<file path="src/rtl/exec_state_reg.sv">
module exec_state_reg (
  input  logic        clk,
  input  logic        rst_n,
  input  logic        issue_i,
  input  logic        br_i,
  input  logic        br_lsb_i,
  input  logic        exc_entry_i,
  input  logic        vector_lsb_i,
  input  logic        exc_ret_i,
  input  logic [31:0] stacked_i,
  input  logic        dbg_wr_i,
  input  logic        dbg_tbit_i,
  input  logic        xfer_save_i,
  input  logic [3:0]  xfer_idx_i,
  input  logic        xfer_resume_i,
  input  logic        sw_wr_i,
  input  logic [31:0] sw_wdata_i,
  output logic [31:0] sw_rdata_o,
  output logic [31:0] image_o,
  output logic        tbit_o,
  output logic [7:0]  cond_o,
  output logic [3:0]  xfer_idx_o,
  output logic        fault_o
);
  localparam int          TB         = 24;
  localparam logic [31:0] FIELD_MASK = 32'h0600_FC00;
  localparam logic [31:0] LIVE_MASK  = FIELD_MASK | (32'h1 << TB);

  logic [31:0] img_q, img_d;

  always_comb begin
    img_d = img_q;
    if (dbg_wr_i)           img_d[TB] = dbg_tbit_i;
    else if (exc_entry_i)   img_d[TB] = vector_lsb_i;
    else if (exc_ret_i)     img_d = stacked_i & LIVE_MASK;
    else if (br_i)          img_d[TB] = br_lsb_i;
    else if (xfer_save_i)   img_d = (img_q & ~FIELD_MASK) | {16'h0, xfer_idx_i, 12'h0};
    else if (xfer_resume_i) img_d = img_q & ~FIELD_MASK;
  end

  always_ff @(posedge clk) begin
    if (!rst_n) begin
      img_q   <= {7'h0, vector_lsb_i, 24'h0};
      fault_o <= 1'b0;
    end else begin
      img_q   <= img_d;
      fault_o <= issue_i & ~img_q[TB];
    end
  end

  assign sw_rdata_o = '0;
  assign image_o    = img_q;
  assign tbit_o     = img_q[TB];
  assign cond_o     = {img_q[15:10], img_q[26:25]};
  assign xfer_idx_o = img_q[15:12];

  logic quiet;
  assign quiet = !(dbg_wr_i || exc_entry_i || exc_ret_i || br_i || xfer_save_i || xfer_resume_i);

  assert_sw_write_dropped_R3: assert property (@(posedge clk) disable iff (!rst_n)
    sw_wr_i && quiet && (sw_wdata_i != image_o) |=> $stable(image_o));

  assert_branch_sets_tbit_R4: assert property (@(posedge clk) disable iff (!rst_n)
    br_i && !dbg_wr_i && !exc_entry_i && !exc_ret_i
      |=> tbit_o == $past(br_lsb_i) && cond_o == $past(cond_o));

  assert_entry_sets_tbit_R5: assert property (@(posedge clk) disable iff (!rst_n)
    exc_entry_i && !dbg_wr_i |=> tbit_o == $past(vector_lsb_i) && cond_o == $past(cond_o));

  assert_return_restores_R6: assert property (@(posedge clk) disable iff (!rst_n)
    exc_ret_i && !dbg_wr_i && !exc_entry_i |=> image_o == ($past(stacked_i) & 32'h0700_FC00));

  assert_debug_sets_tbit_R7: assert property (@(posedge clk) disable iff (!rst_n)
    dbg_wr_i |=> tbit_o == $past(dbg_tbit_i) && cond_o == $past(cond_o));

  assert_save_clears_rest_R9: assert property (@(posedge clk) disable iff (!rst_n)
    xfer_save_i && !dbg_wr_i && !exc_entry_i && !exc_ret_i && !br_i
      |=> xfer_idx_o == $past(xfer_idx_i) && image_o[26:25] == 2'b00 && image_o[11:10] == 2'b00);

  assert_resume_clears_R10: assert property (@(posedge clk) disable iff (!rst_n)
    xfer_resume_i && quiet == 1'b0 && !dbg_wr_i && !exc_entry_i && !exc_ret_i && !br_i && !xfer_save_i
      |=> cond_o == 8'h00 && $stable(tbit_o));

  assert_reserved_zero_R11: assert property (@(posedge clk) disable iff (!rst_n)
    (image_o & 32'hF8FF_03FF) == 32'h0);

  assert_fault_raised_R12: assert property (@(posedge clk) disable iff (!rst_n)
    issue_i && !tbit_o |=> fault_o);

  assert_fault_quiet_R12: assert property (@(posedge clk) disable iff (!rst_n)
    !(issue_i && !tbit_o) |=> !fault_o);
endmodule

</file>
<file path="config.mk">
export PLATFORM = sky130hd
export DESIGN_NAME = exec_state_reg
export DESIGN_NICKNAME = d
export VERILOG_FILES = /design/src/rtl/exec_state_reg.sv
export SDC_FILE = /design/constraint.sdc
export NUM_CORES = 1
export LEC_CHECK = 0
export ABC_AREA = 1
export BUFFER_PORTS_ARGS = -buffer_cell sky130_fd_sc_hd__buf_4
export CAP_MARGIN = 10
export CORE_ASPECT_RATIO = 0.9
export CORE_MARGIN = 4
export CORE_UTILIZATION = 30
export CTS_CLUSTER_SIZE = 10
export DETAILED_ROUTE_END_ITERATION = 10
export GPL_TIMING_DRIVEN = 0
export PLACE_DENSITY = 0.75
export SKIP_CTS_REPAIR_TIMING = 1
export SYNTH_ARGS = -nofsm -noshare
export SYNTH_HDL_FRONTEND = slang
export SYNTH_SLANG_ARGS = --single-unit
export TNS_END_PERCENT = 5
</file>
<file path="constraint.sdc">
create_clock -name clk -period 0.9 [get_ports clk]
set_input_delay 0.09 -clock clk [delete_from_list [all_inputs] [get_ports clk]]
set_output_delay 0.09 -clock clk [all_outputs]
set_load 0.03 [all_outputs]
</file>
[Yosys cells after proc, flatten, opt, wreduce, memory -nomap -nowiden]
Index checks and enable logic that the tools add are counted.
Storage, ports and cells
  bits in registers: 33
  bits of input ports: 81
  output and inout bits: 78
  word-level logic and storage cells: 26
Operators by class
  equality and inequality tests: 2
  muxes and demuxes: 11
  bitwise operators: 5
  reductions and logical operators: 4
Operators by type and width (count)
  24-bit two-way mux: 3
  32-bit two-way mux: 2
  32-bit by 16-bit OR with 32-bit output: 1
  27-bit two-way mux: 1
  25-bit two-way mux: 1
  4-bit AND reduction: 2
  7-bit two-way mux: 1
  6-bit by 1-bit != test with 1-bit output, second input constant: 1
  1-bit two-way mux: 3
  1-bit inverter: 3
  3-bit nonzero test: 1
  2-bit by 1-bit != test with 1-bit output, second input constant: 1
  2-bit nonzero test: 1
  1-bit AND: 1

[Logic depth before layout (Yosys ltp)]
  depth in word-level cells: 7
  depth in mapped cells: 6
  gate-level depth less buffers: 6

[Worst setup path after synthesis]
No wires, ideal clock.
  path type: input to register
  start point: input exc_ret_i
  end point: register img_q[24] (netlist: image_o[24]), data pin
  setup time: 261 ps
  arrival: 623 ps
  required time: 639 ps
  setup slack: 17 ps
  stages on the path: 6
  path buffers: 1
  cell sequence: clkbuf_2 -> inv_1 -> nand2_1 -> nand3_1 -> o21ai_0 -> a21oi_1
On the way
  cells in the longest elaborated chain, start to end: 4
RTL lines
  start, declared: RTL line 9  | input logic exc_ret_i,
  32-bit two-way mux: RTL line 35  | else if (exc_ret_i) img_d = stacked_i & LIVE_MASK;
  1-bit two-way mux: RTL line 34  | else if (exc_entry_i) img_d[TB] = vector_lsb_i;
  1-bit two-way mux: RTL line 33  | if (dbg_wr_i) img_d[TB] = dbg_tbit_i;
  25-bit two-way mux: RTL line 42  | if (!rst_n) begin
  end signal, assigned: RTL line 43  | img_q <= {7'h0, vector_lsb_i, 24'h0};
  end signal, assigned: RTL line 46  | img_q <= img_d;
  end, declared: RTL line 29  | logic [31:0] img_q, img_d;
No other way between the ends.
A chain may end at the register's enable or synchronous reset.

[Final worst setup path]
  start point: register img_q[24] (netlist: image_o[24])
  end point: output image_o[24]
RTL lines
  end, declared: RTL line 19  | output logic [31:0] image_o,
No word-level cell between the ends.

==> implementation parameters <==
Parameter                              Value

Pwr
  Power density cells    1280 nW/um2
  Total power    2.95 mW
  Largest voltage drop on the vdd net    0.000604 V
  Leakage dissipation    1.25 nW

Die
  Area of the die    5900 um2
  Horizontal die dimension    80.6 um
  Rows    23
  Number of placed I/O pins    159
  CORE AREA    4520 um2
  Overall die height    73.3 um
  Starting Density    0.315

Global routing
  Number of global-route vias before repair    1080
  Global-route wire length before repair    4860 um
  GR Overflow Total    0
  Largest net degree at the start of global routing    16
  Initial antenna violation count    0
  Aggregate global-route resource usage    0.106

Clocking
  Clock tree from TritonCTS    done
  Root buffer cell    clkbuf_8
  Clock latency at the later pin of the worst-skew pair    0.26 ns
  Number of buffers added by the clock tree synthesis step    3
  Number of clock sinks    28
  CTS H-tree depth    1
  Longest Clk Path Bufs    2
  Clock transition at path regs    0.09 ns

Detailed routing
  Detailed-router iteration count before antenna repair    4
  Initial detailed-routing violation count    45
  Antenna Nets Post-Route    0
  Drt drc    0
  Final wirelength    3530 um
  Vias    1302
  Via count normalized by instance count    3.68
  Wire length per cell after detailed routing    9.97 um

Outcome
  Violations in the final reports    negative setup slack
  Status    finished with violations

Setup path
  Endpoint of the lowest-slack register-to-register path    image_o[12]
  Largest driver fanout on the critical path    3
  Slowest CP cell    edfxtp_1
  Worst path cell trace    buf_6, buf_6
  CP endpoint kind    output pin
  Required time of the critical path    0.81 ns
  Cell with the most instances on the worst path    buf_6
  R2r worst-path depth    4
  CP Data Arrival Time    1.00 ns
  Startpoint of the most critical register-to-register path    image_o[12]
  Crit path kind    register to output pin
  FF-to-FF setup slack    0.21 ns
  Number of buffers and inverters on the critical path    2
  Critical path startpoint category    register
  Largest stage delay, worst path    0.46 ns
  Cell family contributing the most delay on the critical path    flip-flops

Hold path
  Endpoint with the worst hold slack    fault_o
  Depth of the worst hold-timing path    3
  Hold_sp    issue_i
  Worst hold path type    primary input to register

Placement
  # placed instances    350
  Dpl hpwl    2850 um
  Weighted congestion at the end of routability-driven global placement    0.774
  Total of buffers placed on input and output ports    63

Synthesis
  Sequential fraction of the synthesis area    0.401
  Synthesized area per cell    7.52 um2
  Number of storage elements in the synthesis netlist    28
  Warnings, synthesis    0
  Synth cell types    18
  Combined area of all synthesized cells    1420 um2
  Post-synthesis instance total    189

Timing
  Final Hold Viols    0
  Max Clock Skew    0.000481 ns
  Max Fclk    920 MHz
  Period utilisation layout    1.21
  RSZ-0062 raised after global routing    yes
  Setup-violating endpoint count in the final report    14
  Slew Limit Fails    0
  Time the worst path needs with I/O delays and setup    1.09 ns
  Worst Setup Slack, final    -0.187 ns

Cells and area
  Most common library cell in the layout ignoring fill and taps    buf_4
  Core Util, Final    0.509
  Top library cells by usage in the layout, fill and taps aside    83 x buf_4, 40 x nand2_1, 37 x conb_1
  Post-route non-filler standard cell count    354
  Relative area change from synthesis to final layout    61.9%
  Share of layout cells above drive strength 1    0.486
  Total inserted antenna cells    0
  Final layout net count    374

Flow run
  Maxcap violations    0
-- flip-flops by register name (all words and copies together) (netlist names) --
register / cells
image_o: 27
fault_o: 1
-- where the power goes --
group	switching [mW]	leakage, nW	internal (mW)
logic	0.509	0.986	0.374
clock network	0.373	0.0288	0.391
registers	0.0312	0.237	1.27
-- cells in the mapped netlist, drive strengths merged --
| master | instances | area [um2] |
|---|---|---|
| a21oi | 6 | 30.0 |
| buf | 54 | 402 |
| clkbuf | 2 | 8.75 |
| conb | 1 | 3.75 |
| dfxtp | 27 | 541 |
| edfxtp | 1 | 30.0 |
| inv | 11 | 41.3 |
| nand2 | 41 | 161 |
| nand3 | 16 | 80.1 |
| nand4 | 1 | 6.26 |
| nor2 | 28 | 113 |
| o21ai | 1 | 5.00 |
-- kinds of logic after synthesis --
logic type	Yosys count	synth area share
other cells	1	0.00264
buf+inv	67	0.318
simple gates	86	0.254
flops	28	0.401
compound gates	7	0.0246
-- through the flow --
stage          hold WS [ns]  instance area, um2  setup slack (ns)  TNS (ns)
2_1_floorplan         0.212                1560            0.0169         0
3_3_place_gp          0.326                2110            -0.138     -2.08
3_5_place_dp          0.331                2110            -0.166     -2.36
4_1_cts              0.0467                2160            -0.224     -2.10
5_1_grt              0.0528                2300            -0.239     -1.65
6_report             0.0509                2300            -0.187     -1.01
-- cell type report --
class,instances,area (um2)
Fill cell,454,2220
Sequential cell,28,597
Timing Repair Buffer,63,559
Multi-Input combinational cell,130,534
Buffer,56,437
Tap cell,62,77.6
Clock buffer,4,55.1
Inverter,11,41.3
-- worst max-delay path by stage --
stage                           start          end  depth (start not counted)
final                     image_o[24]  image_o[24]                          2
after global routing      image_o[24]  image_o[24]                          2
after CTS                 image_o[24]  image_o[24]                          2
after detailed placement     dbg_wr_i  image_o[12]                          6
after global placement       dbg_wr_i  image_o[25]                          5
after floorplan             exc_ret_i  image_o[24]                          6
-- worst reg2reg max path: stages (launching register included) --
cell	delay, ns
dfxtp_2	0.37
inv_1	0.05
nand3_1	0.07
nand2_1	0.06
nor2_1	0.09
-- metal layers --
layer / part of all wire / global-route usage / wire [um] / vias up
met2: 0.52 / 0.185 / 1830 / 52
met1: 0.38 / 0.127 / 1350 / 553
met4: 0.0068 / 0.0338 / 24 / 0
met3: 0.092 / 0.0282 / 324 / 2
met5: 0 / 0 / 0 / -
li1: - / - / - / 695
Power figures use the tool's default switching activity.
